===== src/rtl/ack_seq_pkg.sv =====
package ack_seq_pkg;
  localparam int unsigned BYTE_W = 8;
  localparam logic [BYTE_W-1:0] CALL_OPCODE = 8'hCD;

  typedef enum logic [1:0] {
    PH_FIRST  = 2'd0,
    PH_SECOND = 2'd1,
    PH_THIRD  = 2'd2
  } phase_e;

  typedef enum logic {
    PROTO_CALL = 1'b0,
    PROTO_VECT = 1'b1
  } proto_e;
endpackage


===== src/rtl/ack_strobe_edge.sv =====
module ack_strobe_edge (
  input  logic clk,
  input  logic rst_n,
  input  logic ack_n,
  output logic fall,
  output logic rise
);
  logic ack_q;

  always_ff @(posedge clk) begin
    if (!rst_n) ack_q <= 1'b1;
    else        ack_q <= ack_n;
  end

  assign fall = ack_q & ~ack_n;
  assign rise = ~ack_q & ack_n;

  assert_edges_exclusive_R11: assert property (@(posedge clk) disable iff (!rst_n)
    !(fall && rise));
endmodule


===== src/rtl/ack_phase_count.sv =====
module ack_phase_count
  import ack_seq_pkg::*;
(
  input  logic   clk,
  input  logic   rst_n,
  input  logic   fall,
  input  logic   rise,
  input  logic   proto_in,
  output phase_e phase,
  output proto_e proto_eff,
  output logic   idle,
  output logic   last_rise
);
  phase_e phase_q;
  proto_e proto_q;

  assign idle      = (phase_q == PH_FIRST);
  assign proto_eff = idle ? proto_e'(proto_in) : proto_q;
  assign last_rise = rise && (((proto_eff == PROTO_VECT) && (phase_q == PH_SECOND)) ||
                              ((proto_eff == PROTO_CALL) && (phase_q == PH_THIRD)));
  assign phase     = phase_q;

  always_ff @(posedge clk) begin
    if (!rst_n) begin
      phase_q <= PH_FIRST;
      proto_q <= PROTO_CALL;
    end else begin
      if (fall && idle) proto_q <= proto_e'(proto_in);
      if (last_rise)    phase_q <= PH_FIRST;
      else if (rise)    phase_q <= phase_e'(phase_q + 2'd1);
    end
  end

  assert_third_ends_R5: assert property (@(posedge clk) disable iff (!rst_n)
    (rise && phase_q == PH_THIRD) |=> (phase_q == PH_FIRST));

  assert_vect_two_pulses_R7: assert property (@(posedge clk) disable iff (!rst_n)
    (proto_q == PROTO_VECT && !idle) |-> (phase_q != PH_THIRD));

  assert_reset_idle_R12: assert property (@(posedge clk)
    !rst_n |=> (phase_q == PH_FIRST));
endmodule


===== src/rtl/ack_byte_format.sv =====
module ack_byte_format
  import ack_seq_pkg::*;
#(
  parameter int unsigned DW  = 8,
  parameter int unsigned LVW = 3
) (
  input  phase_e          phase,
  input  proto_e          proto,
  input  logic            ival8,
  input  logic [LVW-1:0]  lvl,
  input  logic [DW-1:0]   lo_addr,
  input  logic [DW-1:0]   hi_addr,
  output logic [DW-1:0]   byte_out,
  output logic            carries_data
);
  localparam int unsigned Z4  = 2;
  localparam int unsigned Z8  = 3;
  localparam int unsigned U4  = DW - LVW - Z4;
  localparam int unsigned U8  = DW - LVW - Z8;
  localparam int unsigned UV  = DW - LVW;

  logic [DW-1:0] lo_i4, lo_i8, vec_b, low_b;
  logic          unused_lo;

  assign lo_i4 = {lo_addr[DW-1 -: U4], lvl, {Z4{1'b0}}};
  assign lo_i8 = {lo_addr[DW-1 -: U8], lvl, {Z8{1'b0}}};
  assign vec_b = {hi_addr[DW-1 -: UV], lvl};
  assign unused_lo = ^lo_addr[DW-U4-1:0];

  generate
    if (U8 >= 1) begin : g_two_intervals
      assign low_b = ival8 ? lo_i8 : lo_i4;
    end else begin : g_only_int4
      assign low_b = lo_i4;
    end
  endgenerate

  always_comb begin
    byte_out     = '0;
    carries_data = 1'b0;
    unique case (phase)
      PH_FIRST: begin
        if (proto == PROTO_CALL) begin
          byte_out     = CALL_OPCODE;
          carries_data = 1'b1;
        end
      end
      PH_SECOND: begin
        byte_out     = (proto == PROTO_VECT) ? vec_b : low_b;
        carries_data = 1'b1;
      end
      PH_THIRD: begin
        byte_out     = hi_addr;
        carries_data = (proto == PROTO_CALL);
      end
      default: begin
        byte_out     = '0;
        carries_data = 1'b0;
      end
    endcase
  end
endmodule


===== src/rtl/ack_vector_seq.sv =====
module ack_vector_seq
  import ack_seq_pkg::*;
#(
  parameter int unsigned DW  = 8,
  parameter int unsigned LVW = 3
) (
  input  logic           clk,
  input  logic           rst_n,
  input  logic           ack_n,
  input  logic [LVW-1:0] level,
  input  logic           vect_mode,
  input  logic           ival8,
  input  logic           is_master,
  input  logic [DW-1:0]  lo_addr,
  input  logic [DW-1:0]  hi_addr,
  output logic [DW-1:0]  bus_data,
  output logic           bus_oe,
  output logic           freeze,
  output logic [LVW-1:0] cas_code,
  output logic           cas_valid
);
  logic           fall, rise, idle, last_rise, carries;
  phase_e         phase;
  proto_e         proto;
  logic [LVW-1:0] lvl_q;
  logic           freeze_q, cas_q;

  ack_strobe_edge u_edge (
    .clk   (clk),
    .rst_n (rst_n),
    .ack_n (ack_n),
    .fall  (fall),
    .rise  (rise)
  );

  ack_phase_count u_count (
    .clk       (clk),
    .rst_n     (rst_n),
    .fall      (fall),
    .rise      (rise),
    .proto_in  (vect_mode),
    .phase     (phase),
    .proto_eff (proto),
    .idle      (idle),
    .last_rise (last_rise)
  );

  ack_byte_format #(.DW(DW), .LVW(LVW)) u_fmt (
    .phase        (phase),
    .proto        (proto),
    .ival8        (ival8),
    .lvl          (lvl_q),
    .lo_addr      (lo_addr),
    .hi_addr      (hi_addr),
    .byte_out     (bus_data),
    .carries_data (carries)
  );

  always_ff @(posedge clk) begin
    if (!rst_n) begin
      lvl_q    <= '0;
      freeze_q <= 1'b0;
      cas_q    <= 1'b0;
    end else begin
      freeze_q <= fall && idle;
      if (fall && idle) lvl_q <= level;
      if (last_rise)
        cas_q <= 1'b0;
      else if (rise && idle && is_master)
        cas_q <= 1'b1;
    end
  end

  assign bus_oe    = ~ack_n & carries;
  assign freeze    = freeze_q;
  assign cas_valid = cas_q;
  assign cas_code  = cas_q ? lvl_q : '0;

  assert_oe_only_low_R11: assert property (@(posedge clk) disable iff (!rst_n)
    bus_oe |-> !ack_n);

  assert_freeze_single_R8: assert property (@(posedge clk) disable iff (!rst_n)
    freeze |=> !freeze);

  assert_vect_first_quiet_R6: assert property (@(posedge clk) disable iff (!rst_n)
    (idle && vect_mode) |-> !bus_oe);

  assert_level_held_R10: assert property (@(posedge clk) disable iff (!rst_n)
    !idle |=> $stable(lvl_q));

  assert_cas_stable_R9: assert property (@(posedge clk) disable iff (!rst_n)
    (cas_valid && $past(cas_valid)) |-> $stable(cas_code));

  assert_reset_quiet_R1: assert property (@(posedge clk)
    !rst_n |=> (!freeze && !cas_valid));
endmodule


===== config.mk =====
export PLATFORM = sky130hd
export DESIGN_NAME = ack_vector_seq
export DESIGN_NICKNAME = d
export VERILOG_FILES = /design/src/rtl/ack_seq_pkg.sv /design/src/rtl/ack_strobe_edge.sv /design/src/rtl/ack_phase_count.sv /design/src/rtl/ack_byte_format.sv /design/src/rtl/ack_vector_seq.sv
export SDC_FILE = /design/constraint.sdc
export NUM_CORES = 1
export LEC_CHECK = 0
export ABC_AREA = 1
export ABC_CLOCK_PERIOD_IN_PS = 2100
export BUFFER_PORTS_ARGS = -buffer_cell sky130_fd_sc_hd__buf_2
export CORE_MARGIN = 5
export CORE_UTILIZATION = 47
export DETAILED_ROUTE_END_ITERATION = 12
export GPL_TIMING_DRIVEN = 0
export MAX_ROUTING_LAYER = met4
export PLACE_DENSITY_LB_ADDON = 0.3
export SYNTH_ARGS = -nofsm -noshare
export SYNTH_HDL_FRONTEND = slang
export SYNTH_SLANG_ARGS = --single-unit

===== constraint.sdc =====
create_clock -name clk -period 2.1 [get_ports clk]
set_input_delay 0.21 -clock clk [delete_from_list [all_inputs] [get_ports clk]]
set_output_delay 0.21 -clock clk [all_outputs]
set_load 0.005 [all_outputs]

==> flow_metrics.tcl <==
set metrics [dict create \
    fill_cells 138 \
    grtUsageTotal_pct 16.94 \
    cts_tree "yes" \
    p_sw_share_pct 32.47 \
    relSlewSlack_pct 70.78 \
    clk_pin_slew_ns 0.06 \
    overflow 0 \
    timing.rr.end "cas_valid" \
    initial_core_util_pct 49.08 \
    gp_congestion 0.8411 \
    synth_nets 148 \
    drtAntennaViolNets 0 \
    maxCapViolCount 0 \
    grt_max_degree 10 \
    status "finished, final reports clean" \
    tns_ns 0 \
    clkSinkCount 9 \
    drc_errors 0 \
    worst_ep_arrival_time_ns 1.73 \
    register_area_um2 180.2 \
    via_per_inst 5.023 \
    grt_pass1_vias 771 \
    leakage_nw 0.5375 \
    critPathRequiredTime_ns 1.89 \
    multi_input_area_um2 484.2 \
    hold_ws_ns 0.2026 \
    die_x_um 49.43 \
    tightestPinTransition_ns 0.4383 \
    io_pins 39 \
    syn_area_um2 730.7 \
    clk_latency_ns 0.26 \
    fin_nets 186 \
    worstSetupEndpointType "output pin" \
    antenna_cells 0 \
    drv_slew 0 \
    design.die.area_um2 2443 \
    crit_type "reg -> out" \
    crit_top_cell "nand2_1" \
    setup_viol_count_final 0 \
    core_um2 1489 \
    portBuffers 33 \
    period_share_pct 92.29 \
    worstRegToRegCells 9 \
    antenna_found_initial 0 \
    r2r_start "u_count.phase[0]" \
    worstPathCellList "inv_1 -> ha_2 -> inv_2 -> nand2_4 -> nand2_4 -> nand2_1 -> nand2_1 -> nand2_1 -> a21oi_2 -> buf_2" \
    crit_fanout 8 \
    synth_cell_types 19 \
    place_inst 168 \
    root_buffer "clkbuf_4" \
    die_h_um 49.43 \
    dr.pass1.iters 5 \
    internal_power_w 0.0003163 \
    power.share.sequential_pct 40.9 \
    hold_buffers 0 \
    area_growth_pct 30.31 \
    max_freq_mhz 516.0 \
    rows 14 \
    clock_power_share_pct 28.7 \
    min_path_type "in -> reg" \
    h-tree-depth 1 \
    postSynthCellCount 119 \
    clockBufferDepth 2 \
    synth-seq-cells 9 \
    dpl.hpwl_mm 1.503 \
    seq_area_frac_synth_pct 24.66 \
    grt_pass1_wl_mm 3.256 \
    worst_clock_skew_ns 0.0003987 \
    endpoint "bus_data[3]" \
    ir_drop_uv 390.1 \
    timing_hold_violations_final 0 \
    finalPower_w 0.0004683 \
    comb_power_share_pct 30.3 \
    numCtsBuffers 3 \
    avgSynthCellArea_um2 6.140 \
    wirelength_mm 1.972 \
    post_cts_buffers 0 \
    startpoint "u_count.phase[0]" \
    vias 864 \
    wl_per_cell_um 11.47 \
    start_kind "register" \
    p_per_area_nw_per_um2 491.8 \
    period_minus_slack_ns 1.938 \
    yosysWarningCount 0 \
    drt_iter0_drc 20 \
    rsz0062_at_grt "no" \
    fin_cells 172 \
    critPathMaxStageDelay_ns 0.39 \
    cpMaxStageDelayCell "dfxtp_1" \
    final_layout_size_suffix_gt1_share_pct 32.05 \
    power.switching_w 0.0001520 \
    rrSetupSlack_ns 0.68 \
]
synth_stat cells:
cell	n	share of area (%)
nor2_1	11	5.7
nand3_1	10	6.8
a21oi_1	13	8.9
inv_2	2	1.0
nand2_4	2	3.1
dfxtp_1	9	25
o21ai_0	5	3.4
xor2_1	1	1.2
buf_2	1	0.68
nand2_2	3	2.6
nand3b_1	4	4.1
buf_1	1	0.51
clkbuf_1	1	0.51
a21oi_2	3	3.6
nand2_1	32	16
ha_1	4	6.8
nand3b_2	1	1.5
inv_1	15	7.7
nor3_1	1	0.68
per-stage QoR:
step | utilization (%) | instance area, um2 | setup WS, ns
after floorplan | - | 730.7 | 0.6553
after global placement | 61.51 | 915.9 | 0.4478
after detailed placement | 61.51 | 915.9 | 0.4303
after CTS | 63.28 | 942.2 | 0.1397
after global routing | 63.95 | 952.2 | 0.01648
final | 63.95 | 952.2 | 0.1619
worst min-delay path by stage:
stage / startpoint / to / slack, ns / depth (start not counted)
floorplan: rst_n / u_edge.ack_q / 0.30 / 1
global placement: rst_n / u_edge.ack_q / 0.46 / 2
detailed placement: rst_n / u_edge.ack_q / 0.47 / 2
CTS: rst_n / u_edge.ack_q / 0.19 / 2
global route: rst_n / u_edge.ack_q / 0.21 / 2
finish: level[0] / lvl_q[0] / 0.20 / 3
flip-flops by register name, indices dropped and copies added, names as in the netlist:
register         flops
freeze               1
u_edge.ack_q         1
lvl_q                3
cas_valid            1
u_count.phase        2
u_count.proto_q      1
routing by layer:
layer  global-route usage, %  up-vias  part of all wire, %
met4                   10.48        0                  2.5
met2                   25.11       36                   44
met5                       -        -                    0
met1                   20.85      368                   44
met3                   3.364        6                  9.8
li1                        -      454                    -
layout by cell type (no fill, tap or decap), drive strengths merged:
cell    instances
inv            17
dfxtp           9
xor2            1
nor2           11
buf            35
nand3b          5
nand3          10
o21ai           5
nor3            1
clkbuf          5
nand2          37
a21oi          16
ha              4
cell type report:
class / count / share of cell area (%)
clock buffers: 4 / 2.760
flip-flops and latches: 9 / 18.92
multi-input cells: 90 / 50.85
repair buffers: 33 / 17.35
plain buffers: 3 / 1.314
well taps: 16 / 2.102
inverters: 17 / 6.702
cell families after synthesis:
kind of cell,share of synthesized area (%)
AOI/OAI and AO/OA,15.92
xor gates and xnor gates,1.199
adders and majority gates,6.850
buffers and inverters,10.44
DFF,24.66
and+or+nand+nor,40.93
power groups by stage:
stage,Combinational [W],Clock (W),Sequential [W]
3_3_place_gp,0.000135,0,0.000195
5_1_grt,0.000160,0.000147,0.000193
6_report,0.000142,0.000135,0.000192
4_1_cts,0.000139,0.000139,0.000192
3_5_place_dp,0.000138,0,0.000195
2_1_floorplan,0.0000877,0,0.000193
worst max-delay path: cells and delay by family (launching register included):
kind	cells	cell delay, ns
simple gates	5	0.40
flops	1	0.39
buf+inv	3	0.34
fa+ha+maj	1	0.23
compound gates	1	0.11
repair_timing:
action	in CTS	in global routing
setup endpoints to repair	0	5
resized for setup	0	3
endpoints found under the hold margin	0	0
(Power assumes the default switching activity.)
